--- src/rtl/clkmode_pkg.sv ---
package clkmode_pkg;
   typedef enum logic [1:0] {
      MD_SELF     = 2'b00,
      MD_INT_LOOP = 2'b01,
      MD_EXT_BYP  = 2'b10,
      MD_EXT_LOOP = 2'b11
   } md_e;

   typedef enum logic [1:0] {
      FX_OFF      = 2'b00,
      FX_BUS      = 2'b01,
      FX_EXT_HALF = 2'b10
   } fx_e;
endpackage

--- src/rtl/mode_tracker.sv ---
module mode_tracker
   import clkmode_pkg::*;
#(
   parameter int SETTLE_CYCLES = 4,
   localparam int CNT_W = $clog2(SETTLE_CYCLES + 1)
) (
   input  logic       clk,
   input  logic       rst_n,
   input  logic [1:0] req_mode,
   input  logic       ext_ready,
   input  logic       dco_ready,
   input  logic       loss_clk,
   output logic [1:0] stat_mode
);
   if (SETTLE_CYCLES < 2) begin : g_bad_settle
      $error("SETTLE_CYCLES must be at least 2");
   end

   md_e             target, tgt_q, stat_q;
   logic [3:0]      cond_vec;
   logic            cond_ok;
   logic [CNT_W-1:0] cnt;

   // Per-mode entry conditions
   for (genvar m = 0; m < 4; m++) begin : g_cond
      if (m == 3) begin : g_loop
         assign cond_vec[m] = ext_ready & dco_ready;
      end else if (m == 2) begin : g_byp
         assign cond_vec[m] = ext_ready;
      end else begin : g_free
         assign cond_vec[m] = 1'b1;
      end
   end

   always_comb begin
      if (md_e'(req_mode) == MD_EXT_LOOP && loss_clk && ext_ready)
         target = MD_EXT_BYP;
      else
         target = md_e'(req_mode);
      cond_ok = cond_vec[target];
   end

   always_ff @(posedge clk) begin
      if (!rst_n) begin
         stat_q <= MD_SELF;
         tgt_q  <= MD_SELF;
         cnt    <= '0;
      end else begin
         tgt_q <= target;
         if (target != stat_q && cond_ok) begin
            if (target != tgt_q) begin
               cnt <= CNT_W'(1);
            end else if (cnt == CNT_W'(SETTLE_CYCLES - 1)) begin
               stat_q <= target;
               cnt    <= '0;
            end else begin
               cnt <= cnt + CNT_W'(1);
            end
         end else begin
            cnt <= '0;
         end
      end
   end

   assign stat_mode = stat_q;

   a_r2_no_jump_on_request: assert property (@(posedge clk) disable iff (!rst_n)
      !$stable(req_mode) |=> $stable(stat_mode));
   a_r4_bypass_needs_ext: assert property (@(posedge clk) disable iff (!rst_n)
      (!$stable(stat_mode) && stat_mode == MD_EXT_BYP) |-> $past(ext_ready));
   a_r5_loop_needs_both: assert property (@(posedge clk) disable iff (!rst_n)
      (!$stable(stat_mode) && stat_mode == MD_EXT_LOOP) |-> $past(ext_ready && dco_ready));
endmodule

--- src/rtl/fixclk_select.sv ---
module fixclk_select
   import clkmode_pkg::*;
#(
   parameter int FLD_W = 3,
   parameter int P_LO  = 64,
   parameter int P_HI  = 1,
   localparam int CMP_W = (1 << FLD_W) + $clog2(P_LO + 1) + 4
) (
   input  logic [1:0]       mode,
   input  logic             range_sel,
   input  logic             lock,
   input  logic [FLD_W-1:0] mult_fld,
   input  logic [FLD_W-1:0] div_fld,
   output logic [1:0]       fix_sel
);
   if (P_HI < 1 || P_LO < P_HI) begin : g_bad_p
      $error("prescale factors must satisfy P_LO >= P_HI >= 1");
   end

   logic [CMP_W-1:0] p_val, n_val, r4_val, prod;
   logic             ratio_ok;

   always_comb begin
      p_val    = range_sel ? CMP_W'(P_HI) : CMP_W'(P_LO);
      n_val    = (CMP_W'(mult_fld) << 1) + CMP_W'(4);
      r4_val   = CMP_W'(4) << div_fld;
      prod     = p_val * n_val;
      ratio_ok = prod >= r4_val;
      case (md_e'(mode))
         MD_EXT_BYP:  fix_sel = FX_BUS;
         MD_EXT_LOOP: fix_sel = (ratio_ok && lock) ? FX_EXT_HALF : FX_BUS;
         default:     fix_sel = FX_OFF;
      endcase
   end
endmodule

--- src/rtl/div_window.sv ---
module div_window
   import clkmode_pkg::*;
#(
   parameter int FLD_W  = 3,
   parameter int WIN_LO = 2,
   parameter int WIN_HI = 128,
   localparam int WIN_W = $clog2(WIN_HI + 1)
) (
   input  logic             clk,
   input  logic             rst_n,
   input  logic [1:0]       mode,
   input  logic             lock,
   input  logic             range_sel,
   input  logic [FLD_W-1:0] mult_fld,
   output logic             div_twice,
   output logic [WIN_W-1:0] cmp_window
);
   if (WIN_LO < 1 || WIN_HI < WIN_LO) begin : g_bad_win
      $error("window lengths must satisfy WIN_HI >= WIN_LO >= 1");
   end

   logic [FLD_W-1:0] mult_q;
   logic             lock_q, pending;

   always_ff @(posedge clk) begin
      if (!rst_n) begin
         mult_q  <= '0;
         lock_q  <= 1'b0;
         pending <= 1'b1;
      end else begin
         mult_q <= mult_fld;
         lock_q <= lock;
         if (mult_fld != mult_q)
            pending <= 1'b1;
         else if (lock && !lock_q)
            pending <= 1'b0;
      end
   end

   assign div_twice = pending && md_e'(mode) == MD_EXT_LOOP;

   if (WIN_LO == WIN_HI) begin : g_win_fixed
      assign cmp_window = WIN_W'(WIN_HI);
   end else begin : g_win_mux
      assign cmp_window = range_sel ? WIN_W'(WIN_HI) : WIN_W'(WIN_LO);
   end

   a_r9_mult_change_relocks: assert property (@(posedge clk) disable iff (!rst_n)
      !$stable(mult_fld) |=> pending);
endmodule

--- src/rtl/clkmode_ctrl.sv ---
module clkmode_ctrl
   import clkmode_pkg::*;
#(
   parameter int SETTLE_CYCLES = 4,
   parameter int FLD_W         = 3,
   parameter int P_LO          = 64,
   parameter int P_HI          = 1,
   parameter int WIN_LO        = 2,
   parameter int WIN_HI        = 128,
   localparam int WIN_W        = $clog2(WIN_HI + 1)
) (
   input  logic             clk,
   input  logic             rst_n,
   input  logic [1:0]       req_mode,
   input  logic             ext_ready,
   input  logic             dco_ready,
   input  logic             lock,
   input  logic             loss_clk,
   input  logic             range_sel,
   input  logic [FLD_W-1:0] mult_fld,
   input  logic [FLD_W-1:0] div_fld,
   output logic [1:0]       stat_mode,
   output logic [1:0]       fix_sel,
   output logic             div_twice,
   output logic [WIN_W-1:0] cmp_window
);
   mode_tracker #(.SETTLE_CYCLES(SETTLE_CYCLES)) u_track (
      .clk(clk), .rst_n(rst_n), .req_mode(req_mode), .ext_ready(ext_ready),
      .dco_ready(dco_ready), .loss_clk(loss_clk), .stat_mode(stat_mode)
   );

   fixclk_select #(.FLD_W(FLD_W), .P_LO(P_LO), .P_HI(P_HI)) u_fix (
      .mode(stat_mode), .range_sel(range_sel), .lock(lock),
      .mult_fld(mult_fld), .div_fld(div_fld), .fix_sel(fix_sel)
   );

   div_window #(.FLD_W(FLD_W), .WIN_LO(WIN_LO), .WIN_HI(WIN_HI)) u_div (
      .clk(clk), .rst_n(rst_n), .mode(stat_mode), .lock(lock),
      .range_sel(range_sel), .mult_fld(mult_fld),
      .div_twice(div_twice), .cmp_window(cmp_window)
   );

   a_r8_half_needs_lock: assert property (@(posedge clk) disable iff (!rst_n)
      fix_sel == FX_EXT_HALF |-> (lock && stat_mode == MD_EXT_LOOP));
   a_r7_off_in_internal: assert property (@(posedge clk) disable iff (!rst_n)
      (stat_mode == MD_SELF || stat_mode == MD_INT_LOOP) |-> fix_sel == FX_OFF);
   a_r9_double_only_in_loop: assert property (@(posedge clk) disable iff (!rst_n)
      div_twice |-> stat_mode == MD_EXT_LOOP);
endmodule

--- config.mk ---
export PLATFORM = sky130hd
export DESIGN_NAME = clkmode_ctrl
export DESIGN_NICKNAME = d
export VERILOG_FILES = /design/src/rtl/clkmode_pkg.sv /design/src/rtl/mode_tracker.sv /design/src/rtl/fixclk_select.sv /design/src/rtl/div_window.sv /design/src/rtl/clkmode_ctrl.sv
export SDC_FILE = /design/constraint.sdc
export NUM_CORES = 1
export LEC_CHECK = 0
export CAP_MARGIN = 20
export CORE_ASPECT_RATIO = 0.9
export CORE_UTILIZATION = 45
export CTS_BUF_LIST = sky130_fd_sc_hd__clkbuf_16
export CTS_CLUSTER_DIAMETER = 50
export DETAILED_ROUTE_END_ITERATION = 8
export PLACE_DENSITY_LB_ADDON = 0.05
export RECOVER_POWER = 50
export REMOVE_ABC_BUFFERS = 1
export SYNTH_ARGS = -nofsm -noshare
export SYNTH_HDL_FRONTEND = slang
export SYNTH_HIERARCHICAL = 1
export SYNTH_SLANG_ARGS = --single-unit
--- constraint.sdc ---
create_clock -name clk -period 2.3 [get_ports clk]
set_clock_uncertainty 0.15 [all_clocks]
set_input_delay 0.345 -clock clk [delete_from_list [all_inputs] [get_ports clk]]
set_output_delay 0.345 -clock clk [all_outputs]
set_load 0.05 [all_outputs]
==> flow_summary_export.csv <==
group,metric,value,unit
min_path,hold_path_class,"in -> reg",
clock_network,cts_tree,"done",
min_path,worstHoldPathCells,3,
global_route,grt_pass1_vias,862,
routing,via_per_inst,5.030,
outcome,status,"finished, violations left",
outcome,violations,"setup timing",
clock_network,cts_buffer_depth,2,
global_route,grt_overflow_total,0,
pwr,power_density,522.2,nW/µm²
worst_setup_path,crit_path_max_fanout,2,
floorplan,die_height,43.86,µm
sta,setup_violations,2,
clock_network,cts.sinks,12,
floorplan,dieArea,2127,µm²
sta,tightest_slew,0.6035,ns
floorplan,ios,28,
worst_setup_path,cp-start-kind,"input pin",
logic_synthesis,ys_seq_elements,12,
logic_synthesis,yosysSeqAreaShare,27.43,%
worst_setup_path,r2r-end,"u_track/stat_mode[0]",
clock_network,numCtsBuffers,3,
cells_and_area,instances_no_fill,164,
worst_setup_path,endpoint_kind,"output pin",
routing,ant_nets,0,
logic_synthesis,ys_warn_count,6,
sta,holdWs,0.2737,ns
worst_setup_path,worstPathArrival,1.86,ns
routing,drc,0,
sta,fin_tns_setup,-0.1179,ns
min_path,hold_start,"mult_fld[2]",
floorplan,fp.dieW,48.51,µm
clock_network,cts_root_buf,"clkbuf_16",
sta,slew_violations,0,
placement,hpwl,1560,µm
logic_synthesis,synth_cells,103,
sta,slew_headroom,59.94,%
placement,finalWeightedCongestion,0.7724,
cells_and_area,fin_nets,166,
routing,vias,825,
global_route,grt_pass1_wl,3691,µm
sta,period_minus_slack,2.359,ns
cells_and_area,fillers,130,
sta,hold_viol,0,
pwr,peakVddDrop,0.3841,mV
cells_and_area,num_antenna_cells,0,
logic_synthesis,ys_types,37,
sta,fmax,423.9,MHz
logic_synthesis,synth_ff_type,"dfxtp_1",
cells_and_area,syn_to_final_growth,49.86,%
sta,period_share,102.6,%
worst_setup_path,ff2ff_path_depth,5,
sta,finalWorstSetupSlack,-0.05898,ns
floorplan,core_area,1752,µm²
routing,dr.first_iter.drc_count,10,
global_route,antenna_found_initial,0,
worst_setup_path,r2r-start,"u_track/stat_mode[1]",
placement,io_buffers,21,
cells_and_area,fin_util,74.93,%
clock_network,cts_htree_levels,1,
run,drv_cap,0,
worst_setup_path,crit_type,"in -> out",
logic_synthesis,synth_edf_count,0,
pwr,leakage,0.5746,nW
global_route,grt_max_degree,11,
min_path,holdPathEnd,"u_div/mult_q[2]",
logic_synthesis,synthArstFlopShare,0,%
clock_network,clk_latency,0.24,ns
floorplan,floorplan.initialDensity,50.00,%
sta,rsz0062_at_grt,"yes",
routing,wirelength,2102,µm
global_route,track_usage,23.81,%
cells_and_area,drive_gt1_share,27.86,%
logic_synthesis,syn_area,875.8,µm²
routing,first_pass_iters,4,
worst_setup_path,cp.required,1.80,ns
worst_setup_path,reg2reg_slack,0.48,ns
placement,placed_cells,160,
logic_synthesis,syn_area_per_cell,8.503,µm²
floorplan,row_count,14,
clock_network,path_clk_slew,0.04,ns
pwr,p_total,0.6853,mW
routing,wl_per_cell,12.82,µm
## critical path, cell delays in order
cell	delay, ns
buf_8	0.10
ha_4	0.22
and2b_1	0.15
ha_1	0.28
nand3_2	0.07
nor3_2	0.16
o2111ai_2	0.16
a21boi_2	0.21
buf_12	0.16
## through the flow
stage               worst slack, ns  cell area, µm²
floorplan                   -0.4022           837.1
global placement            -0.5220            1217
detailed placement          -0.6178            1217
CTS                        -0.04947            1336
global route                -0.1357            1313
finish                     -0.05898            1313
## registers in the layout, summed over array words and instances, names as in the netlist
register,count
u_track/stat_mode,2
u_track/cnt,3
u_div/lock_q,1
u_div/mult_q,3
u_track/tgt_q,2
u_div/pending,1
## cell type report
| cell class | count | area, µm² | area share [%] |
|---|---|---|---|
| multi-input cells | 83 | 610.6 | 46.52 |
| flip-flops and latches | 12 | 240.2 | 18.30 |
| inverters | 5 | 18.77 | 1.430 |
| well taps | 24 | 30.03 | 2.288 |
| clock buffers | 3 | 75.07 | 5.720 |
| repair buffers | 37 | 337.8 | 25.74 |
## layout by cell type (no fill, tap or decap), types with 3 or more instances in the layout
| cell | count |
|---|---|
| nand3b_1 | 3 |
| buf_6 | 3 |
| buf_4 | 15 |
| xor2_1 | 4 |
| nand2_1 | 10 |
| dfxtp_1 | 12 |
| ha_1 | 8 |
| nor2_1 | 8 |
| clkdlybuf4s50_1 | 8 |
| a21oi_1 | 3 |
| conb_1 | 6 |
| and2_1 | 6 |
| buf_8 | 3 |
| inv_1 | 5 |
| clkbuf_16 | 3 |
## cell families (layout without fill, tap and decap cells)
logic type,count (synthesis),in the layout,share of synthesized area (%)
mux,2,2,2.857
xor+xnor,5,5,5.000
compound gates,15,15,12.86
flops,12,12,27.43
simple gates,46,46,29.86
buf+inv,13,45,8.714
other cells,1,6,0.4282
fa+ha+maj,9,9,12.86
## cell usage after synthesis (all sizes together), types with 2 or more instances
cell | n | share of area (%)
nor3 | 3 | 2.3
xor2 | 4 | 4.0
nand3b | 3 | 2.6
buf | 7 | 6.0
o21ai | 2 | 1.1
nor2b | 2 | 1.7
nand2 | 10 | 4.3
nand3 | 3 | 1.7
inv | 5 | 2.1
a21oi | 3 | 1.7
dfxtp | 12 | 27
and2b | 2 | 1.7
a21boi | 2 | 2.1
o211ai | 2 | 1.7
and3 | 2 | 1.4
nor2 | 8 | 3.4
ha | 9 | 13
and2 | 8 | 5.7
## how the worst max path moves through the flow
| stage | start | to | slack [ns] |
|---|---|---|---|
| after floorplan | mult_fld[1] | fix_sel[1] | -0.40 |
| after global placement | mult_fld[1] | fix_sel[1] | -0.52 |
| after detailed placement | mult_fld[2] | fix_sel[1] | -0.62 |
| after CTS | mult_fld[2] | fix_sel[1] | -0.05 |
| after global routing | div_fld[2] | fix_sel[0] | -0.14 |
| final | mult_fld[2] | fix_sel[1] | -0.06 |
## where the power goes
group | switching [mW] | internal (mW) | total (mW)
sequential | 0.00386 | 0.217 | 0.221
combinational | 0.0852 | 0.0719 | 0.157
clock | 0.0819 | 0.226 | 0.308
total | 0.171 | 0.514 | 0.685
## per-layer routing
metal  vias up  global-route usage [%]  part of all wire [%]
li1        425                       -                     -
met1       378                   26.11                    45
met2        20                   42.82                    49
met3         2                   8.421                   4.8
met4         0                   9.412                  0.43
met5         -                       0                     0
## what timing repair did
action	in CTS	in global routing
pin swaps	10	6
endpoints found under the hold margin	0	0
setup endpoints to repair	2	2
gates resized for setup	37	5
setup buffers	1	0
cloned	0	0
hold buffers	0	0
Note: power is estimated with default switching activity, not from simulation.
